`src/rtl/coinc_pkg.sv`:
```
package coinc_pkg;

    typedef enum logic [1:0] {
        ST_IDLE   = 2'b00,
        ST_HOLD   = 2'b01,
        ST_SEARCH = 2'b10,
        ST_FIRE   = 2'b11
    } state_e;

    typedef struct packed {
        state_e st;
        logic   fire;
    } ctrl_regs_t;

    function automatic int unsigned ns_to_cycles(input int unsigned clk_hz, input int unsigned dur_ns);
        return ((clk_hz / 1000000) * dur_ns) / 1000;
    endfunction

endpackage

```
`src/rtl/coinc_sync.sv`:
```
module coinc_sync #(
    parameter int W = 3
) (
    input  logic         clk,
    input  logic         rst,
    input  logic [W-1:0] raw_i,
    output logic [W-1:0] sync_o
);
    logic [W-1:0] meta_d, meta_q;
    logic [W-1:0] sync_d, sync_q;

    always_comb begin
        meta_d = raw_i;
        sync_d = meta_q;
    end

    always_ff @(posedge clk) begin
        if (rst) begin
            meta_q <= '0;
            sync_q <= '0;
        end else begin
            meta_q <= meta_d;
            sync_q <= sync_d;
        end
    end

    assign sync_o = sync_q;

    // the synchronized value equals the raw input from two cycles earlier
    assert_sync_delay_R3: assert property (@(posedge clk)
        (!rst && !$past(rst) && !$past(rst, 2)) |-> (sync_o == $past(raw_i, 2)));

endmodule

```
`src/rtl/coinc_timer.sv`:
```
module coinc_timer #(
    parameter int LEN = 50
) (
    input  logic clk,
    input  logic rst,
    input  logic load_i,
    input  logic run_i,
    output logic done_o
);
    localparam int CW = (LEN > 1) ? $clog2(LEN) : 1;
    localparam logic [CW-1:0] LAST = CW'(LEN - 1);

    logic [CW-1:0] cnt_d, cnt_q;

    always_comb begin
        cnt_d = cnt_q;
        if (load_i) begin
            cnt_d = LAST;
        end else if (run_i && (cnt_q != '0)) begin
            cnt_d = cnt_q - 1'b1;
        end
    end

    always_ff @(posedge clk) begin
        if (rst) begin
            cnt_q <= '0;
        end else begin
            cnt_q <= cnt_d;
        end
    end

    assign done_o = run_i && (cnt_q == '0);

    // R4 (holdoff instance) and R5 (window instance): one step down per running cycle
    assert_timer_step_R4: assert property (@(posedge clk) disable iff (rst)
        (run_i && !load_i && (cnt_q != '0)) |=> (cnt_q == CW'($past(cnt_q) - 1'b1)));

    // a freshly loaded timer starts at its full length
    assert_timer_load_R5: assert property (@(posedge clk) disable iff (rst)
        load_i |=> (cnt_q == LAST));

endmodule

```
`src/rtl/coinc_ctrl.sv`:
```
module coinc_ctrl
    import coinc_pkg::*;
(
    input  logic clk,
    input  logic rst,
    input  logic coinc_i,
    input  logic hit_i,
    input  logic hold_done_i,
    input  logic win_done_i,
    output logic hold_load_o,
    output logic hold_run_o,
    output logic win_load_o,
    output logic win_run_o,
    output logic fire_o
);
    ctrl_regs_t r_d, r_q;

    always_comb begin
        r_d = r_q;
        unique case (r_q.st)
            ST_IDLE:   if (coinc_i) r_d.st = ST_HOLD;
            ST_HOLD:   if (hold_done_i) r_d.st = ST_SEARCH;
            ST_SEARCH: begin
                if (hit_i)           r_d.st = ST_FIRE;
                else if (win_done_i) r_d.st = ST_IDLE;
            end
            ST_FIRE:   r_d.st = ST_IDLE;
            default:   r_d.st = ST_IDLE;
        endcase
        r_d.fire = (r_d.st == ST_FIRE);
    end

    always_ff @(posedge clk) begin
        if (rst) begin
            r_q.st   <= ST_IDLE;
            r_q.fire <= 1'b0;
        end else begin
            r_q <= r_d;
        end
    end

    assign hold_load_o = (r_q.st == ST_IDLE) && coinc_i;
    assign hold_run_o  = (r_q.st == ST_HOLD);
    assign win_load_o  = (r_q.st == ST_HOLD) && hold_done_i;
    assign win_run_o   = (r_q.st == ST_SEARCH);
    assign fire_o      = r_q.fire;

    assert_reset_idle_R1: assert property (@(posedge clk)
        rst |=> ((r_q.st == ST_IDLE) && !fire_o));

    assert_arm_gate_R2: assert property (@(posedge clk) disable iff (rst)
        ((r_q.st == ST_IDLE) && !coinc_i) |=> (r_q.st == ST_IDLE));

    assert_hold_blind_R4: assert property (@(posedge clk) disable iff (rst)
        ((r_q.st == ST_HOLD) && !hold_done_i) |=> (r_q.st == ST_HOLD));

    assert_expire_idle_R6: assert property (@(posedge clk) disable iff (rst)
        ((r_q.st == ST_SEARCH) && win_done_i && !hit_i) |=> (r_q.st == ST_IDLE));

    assert_hit_wins_R7: assert property (@(posedge clk) disable iff (rst)
        ((r_q.st == ST_SEARCH) && hit_i) |=> fire_o);

    assert_fire_single_R8: assert property (@(posedge clk) disable iff (rst)
        fire_o |=> !fire_o);

    assert_fire_from_search_R5: assert property (@(posedge clk) disable iff (rst)
        $rose(fire_o) |-> ($past(r_q.st) == ST_SEARCH));

endmodule

```
`src/rtl/coinc_trigger.sv`:
```
module coinc_trigger
    import coinc_pkg::*;
#(
    parameter int unsigned CLK_HZ  = 100000000,
    parameter int unsigned HOLD_NS = 500,
    parameter int unsigned WIN_NS  = 15000
) (
    input  logic clk,
    input  logic rst,
    input  logic det_a,
    input  logic det_b,
    input  logic det_c,
    output logic trig_o
);
    localparam int HOLD_CYC = int'(ns_to_cycles(CLK_HZ, HOLD_NS));
    localparam int WIN_CYC  = int'(ns_to_cycles(CLK_HZ, WIN_NS));

    logic [2:0] det_s;
    logic       coinc, hit;
    logic       hold_load, hold_run, hold_done;
    logic       win_load, win_run, win_done;

    coinc_sync #(.W(3)) u_sync (
        .clk    (clk),
        .rst    (rst),
        .raw_i  ({det_c, det_b, det_a}),
        .sync_o (det_s)
    );

    assign coinc = det_s[0] & det_s[1] & ~det_s[2];
    assign hit   = det_s[1] | det_s[2];

    coinc_ctrl u_ctrl (
        .clk         (clk),
        .rst         (rst),
        .coinc_i     (coinc),
        .hit_i       (hit),
        .hold_done_i (hold_done),
        .win_done_i  (win_done),
        .hold_load_o (hold_load),
        .hold_run_o  (hold_run),
        .win_load_o  (win_load),
        .win_run_o   (win_run),
        .fire_o      (trig_o)
    );

    coinc_timer #(.LEN(HOLD_CYC)) u_hold (
        .clk    (clk),
        .rst    (rst),
        .load_i (hold_load),
        .run_i  (hold_run),
        .done_o (hold_done)
    );

    coinc_timer #(.LEN(WIN_CYC)) u_win (
        .clk    (clk),
        .rst    (rst),
        .load_i (win_load),
        .run_i  (win_run),
        .done_o (win_done)
    );

endmodule

```
`config.mk`:
```
export PLATFORM = sky130hd
export DESIGN_NAME = coinc_trigger
export DESIGN_NICKNAME = d
export VERILOG_FILES = /design/src/rtl/coinc_pkg.sv /design/src/rtl/coinc_sync.sv /design/src/rtl/coinc_timer.sv /design/src/rtl/coinc_ctrl.sv /design/src/rtl/coinc_trigger.sv
export SDC_FILE = /design/constraint.sdc
export NUM_CORES = 1
export LEC_CHECK = 0
export ABC_AREA = 1
export BUFFER_PORTS_ARGS = -buffer_cell sky130_fd_sc_hd__buf_4
export CAP_MARGIN = 20
export CELL_PAD_IN_SITES_DETAIL_PLACEMENT = 0
export CELL_PAD_IN_SITES_GLOBAL_PLACEMENT = 1
export CORE_MARGIN = 2
export CORE_UTILIZATION = 39
export DETAILED_ROUTE_END_ITERATION = 6
export GPL_ROUTABILITY_DRIVEN = 0
export PLACE_DENSITY = 0.76
export SKIP_LAST_GASP = 1
export SYNTH_ARGS = -nofsm -noshare
export SYNTH_HDL_FRONTEND = slang
export SYNTH_SLANG_ARGS = --single-unit
```
`constraint.sdc`:
```
create_clock -name clk -period 1.38 [get_ports clk]
set_input_delay 0.276 -clock clk [delete_from_list [all_inputs] [get_ports clk]]
set_output_delay 0.276 -clock clk [all_outputs]
set_load 0.005 [all_outputs]
```
### Word level (Yosys, flattened, before mapping)

Cells that the tools add are included.

* add/subtract/negate cells: 2
* equal/unequal tests: 4
* muxes and demuxes: 9
* bitwise gates (word level): 4
* reduce and logical (&&, ||, !) cells: 15

Operator list (number)
* 11-bit 2-to-1 mux: 2
* 6-bit 2-to-1 mux: 2
* 11-bit logical NOT: 1
* 11-bit nonzero test: 1
* 11-bit by 1-bit subtractor with 11-bit output (second input constant): 1
* 2-bit 2-to-1 mux: 4
* 2-bit one-hot mux with 4 select lines: 1
* 2-bit == test (second input constant): 3
* 1-bit logical AND: 6
* 6-bit logical NOT: 1
* 6-bit nonzero test: 1
* 6-bit by 1-bit subtractor with 6-bit output (second input constant): 1
* 2-bit nonzero test: 2
* 2-bit OR reduction: 2
* 1-bit bitwise AND: 2
* 2-bit by 1-bit == test with 1-bit output (second input constant): 1
* 2-bit logical NOT: 1
* 1-bit NOT: 1
* 1-bit bitwise OR: 1

* register bits after elaboration: 26
* input bits: 5
* output and inout port bits: 1
* word-level logic and storage cells: 42

### Logic depth before layout (Yosys ltp)

* word-level depth: 6
* mapped depth: 10
* mapped depth without buffers: 10

### Cells and area by module

Synthesis repeated with hierarchy kept, for this count alone.

* cell total of the unflattened synthesis: 216
* area total of the unflattened synthesis: 1420.1 um^2

Modules (own cells, without submodules)
* coinc_timer (u_win): times used 1, cells an instance 118, area each 715.7 um^2, seq. area each 220.2 um^2
* coinc_timer (u_hold): times used 1, cells an instance 55, area each 374.1 um^2, seq. area each 120.1 um^2
* coinc_sync: times used 1, cells an instance 18, area each 165.2 um^2, seq. area each 120.1 um^2
* coinc_ctrl: times used 1, cells an instance 22, area each 151.4 um^2, seq. area each 60.1 um^2
* coinc_trigger: times used 1, cells an instance 3, area each 13.8 um^2, seq. area each 0.0 um^2

### Worst setup path before layout

OpenSTA, ideal clock, no wires.

* path kind: register to register
* start: register u_win.cnt_q[0]
* end: register u_win.cnt_q[0]
* setup time: 0.128 ns
* arrival time: 1.279 ns
* required time: 1.252 ns
* setup slack: -0.026 ns
* stages on the path, launching flop included: 10
* path buffers: 0
* period minus slack after synthesis: 1.406 ns
* cells stage by stage: dfxtp_1 inv_1 ha_1 nand2_2 nor2_4 nand3_4 nand2_8 o21ai_1 nor2_1 nor2_1

* word-level cells in the longest chain between the ends: 3
* elaborated cells on any way between the ends: 6
* those cells by class: add/sub: 1; mux: 2; reduce/logical: 3

RTL lines
* start, declared: line coinc_timer.sv:13 `logic [CW-1:0] cnt_d, cnt_q;`
* start signal, assigned: line coinc_timer.sv:28 `cnt_q <= cnt_d;`
* 11-bit by 1-bit subtractor with 11-bit output or 11-bit nonzero test (tied branches): line coinc_timer.sv:20, coinc_timer.sv:19
* 11-bit 2-to-1 mux or 1-bit logical AND (tied branches): line coinc_timer.sv:19 `end else if (run_i && (cnt_q != '0)) begin`
* 11-bit 2-to-1 mux or 2-bit nonzero test (tied branches)

Parallel ways exist; a longest one is shown, timed or not. The select of a mux whose other input is x is not followed.
A chain may end at the register's enable or synchronous reset.

### Worst setup path after layout

* start: register u_win.cnt_q[1]
* end: register u_win.cnt_q[0]

* word-level cells in the longest chain between the ends: 3

RTL lines (line)
* 11-bit nonzero test: coinc_timer.sv:19
* 1-bit logical AND: coinc_timer.sv:19
* 2-bit nonzero test (no line)

Every way passes these cells.

==> results.yml <==
run_status:
  status: "complete, no violations"
cells_and_area:
  diodes: 0
  final_nets: 232
  fin_cells: 269
  syn_to_final_growth_pct: 26.9
  drive_gt1_share_pct: 32.3
  final_cell_area_um2: 1770
global_route:
  grtUsageTotal_pct: 15.2
  grt_max_degree: 16
  grt_pass1_vias: 1235
  grt_pass1_wl_mm: 4.97
  grt-ovfl-total: 0
  antenna_found_initial: 0
placed_design:
  dp.cells: 258
  port_buffers: 5
  dp_hpwl_mm: 2.05
  place_area_um2: 1540
  place_ws_ns: 0.0143
floorplanning:
  ioPinCount: 6
  core_area_um2: 3390
  fp.dieArea_um2: 4070
  start_util_pct: 41.1
  fp-row-count: 21
  die_x_um: 63.8
  die_y_um: 63.8
sta:
  rsz0062_at_grt: "yes"
  setup_ws_ns: 0.0398
  setup_viol: 0
  fin_crit_ns: 1.34
  clock_skew_ns: 0.00487
  slew_headroom_pct: 78.7
  timing.fmax_mhz: 746
  period_share_pct: 97.1
  holdWs_ns: 0.145
  slew_violations: 0
  worstMarginPinSlew_ns: 0.319
  finalHoldViolCount: 0
power:
  ir_drop_mv: 0.500
  internal_power_mw: 1.09
  p_sw_mw: 0.292
  p_leak_nw: 0.888
  pwr-share-clk_pct: 37.5
  power_density_nw_per_um2: 784
  seqPwrFrac_pct: 55.3
  combinationalPowerShare_pct: 7.2
  switching_share_pct: 21.1
synth:
  synth_fp_nets: 208
  synth-seq-cells: 26
  ys_warn_count: 0
  syn_avg_cell_area_um2: 6.97
  ys_seq_area_share_pct: 37.3
  syn-cell-area_um2: 1390
  syn_inst: 200
  synth_edf_count: 0
  synthArstFlopShare_pct: 0
  synth_cell_types: 28
  synth.area.top_cells: "dfxtp_1 (37%), nand2_1 (9.2%), nor2_1 (8.9%), inv_1 (8.3%), nand3_1 (6.1%)"
  synth_flop_cell: "dfxtp_1"
  yosys.area.top_type: "dfxtp_1"
  netlist.area_leader.share_pct: 37.3
drt:
  wirelength_mm: 2.84
  via_per_inst: 4.72
  firstDrtPassIters: 4
  wire_per_inst_um: 10.6
  num_vias: 1269
  drt_iter0_drc: 79
  antenna_left: 0
  drc: 0
cts:
  cts.sinks: 26
  cts_buffer_depth: 2
  clk_pin_slew_worst_paths_ns: 0.14
  cts_buffers: 3
  hold_buffers: 0
  clk_latency_ns: 0.32
  root_buffer: "clkbuf_4"
  htreeDepth: 1
  tritoncts: "yes"
job:
  drv_cap: 0
worst_setup_path:
  crit_chain: "inv_2, ha_4, nand2_4, nor2_4, nand3_4, nand2_8, inv_2, nor2_2, nor2_1, nor2_1"
  path_delay_family: "simple AND/OR/NAND/NOR gates"
  critPathMaxStageDelay_ns: 0.35
  worst_ep_arrival_time_ns: 1.60
  critPathRequiredTime_ns: 1.64
  cp-start-kind: "register"
  critPathKind: "reg -> reg"
  cp_num_buf_inv: 2
  crit_fanout: 6
  crit_path_top_delay_cell: "dfxtp_2"
  endpoint_kind: "register"
hold_path:
  hold_class: "in -> reg"
-- metrics by stage --
step                      power, mW  utilization, %  setup TNS [ns]
after floorplan               0.842               -               0
after global placement        0.869            45.6               0
after detailed placement      0.871            45.6               0
after CTS                      1.40            48.3               0
after global routing           1.46            52.2          -0.219
final                          1.39            52.2               0
-- sequential cells by signal (all words and copies together), names as in the netlist --
| register | cells |
|---|---|
| u_sync.sync_o | 3 |
| u_win.cnt_q | 11 |
| u_sync.meta_q | 3 |
| u_ctrl.r_q | 2 |
| u_hold.cnt_q | 6 |
| u_ctrl.fire_o | 1 |
-- cells in the mapped netlist (all sizes together) (2+ instances only) --
master and instances:
nor2 44, nor3 2, inv 38, o21ai 6, buf 2, ha 3
a21oi 6, nand2 39, nand3 18, nand4 6, dfxtp 26, xor2 3
-- area by class of cell --
type                            count  area [um2]
Clock inverter                      1        30.0
Fill cell                         341        1620
Clock buffer                        3        22.5
Inverter                           39         146
Timing Repair Buffer               20         163
Tap cell                           46        57.6
Multi-Input combinational cell    134         820
Sequential cell                    26         531
-- metal layers --
layer  routed length [um]  track usage (%)  up-vias  share of wire (%)
li1                     -                -      670                  -
met1                 1250             17.4      591                 44
met2                 1510             28.3        6                 53
met3                   59             2.99        2                2.1
met4                   18             4.62        0               0.63
met5                    0                0        -                  0
-- repair_timing --
action | CTS | global route
resized for setup | 4 | 24
endpoints found under the setup margin | 3 | 16
endpoints found under the hold margin | 0 | 0
setup buffers | 1 | 4
pin swaps | 4 | 7
gates cloned | 2 | 0
-- cells by family (layout without fill, tap and decap cells) --
kind of cell,count (synthesis),in the layout,synth area share (%)
XOR/XNOR,3,3,1.89
flip-flops,26,26,37.3
AO/OA/AOI/OAI,15,15,6.02
buffers and inverters,42,63,12.1
AND/OR/NAND/NOR,111,113,39.9
adder cells (fa/ha/maj),3,3,2.69
-- worst register-to-register path, cell delays in order, from the launching register on --
cell     delay, ns
dfxtp_2       0.35
inv_2         0.06
ha_4          0.16
nand2_4       0.06
nor2_4        0.10
nand3_4       0.16
nand2_8       0.12
inv_2         0.05
nor2_2        0.08
nor2_1        0.05
nor2_1        0.08
-- placed cells by master, fill, tap and decap left out, types with 2 or more instances in the layout --
cell type  instances
nand2_1           33
nor2_1            30
inv_1             28
dfxtp_1           20
buf_4             19
nand3_1           14
inv_2             11
nor2_2             8
nor2_4             6
o21ai_1            6
a21oi_1            6
nand4_1            5
dfxtp_2            5
nand2_4            4
nand3_2            3
xor2_1             3
clkbuf_4           3
nor3_1             2
nand2_2            2
nand3_4            2
ha_4               2
-- power groups by stage --
stage	Clock, mW	Sequential [mW]	Combinational [mW]
after floorplan	0	0.784	0.0579
after global routing	0.576	0.768	0.113
after global placement	0	0.784	0.0851
final	0.520	0.767	0.0996
after CTS	0.542	0.769	0.0916
after detailed placement	0	0.785	0.0859
-- path summary, 6_finish.rpt --
| check | startpoint | endpoint | slack, ns | cells after the start |
|---|---|---|---|---|
| worst max register to register | u_win.cnt_q[1]$_SDFFE_PP0P_ | u_win.cnt_q[0]$_SDFFE_PP0P_ | 0.04 | 10 |
| worst min register to register | u_sync.meta_q[0]$_SDFF_PP0_ | u_sync.sync_o[0]$_SDFF_PP0_ | 0.42 | 2 |
| worst min-delay path | det_c | u_sync.meta_q[2]$_SDFF_PP0_ | 0.15 | 3 |
| worst max-delay path | u_win.cnt_q[1]$_SDFFE_PP0P_ | u_win.cnt_q[0]$_SDFFE_PP0P_ | 0.04 | 10 |
Power figures use the tool's default switching activity.
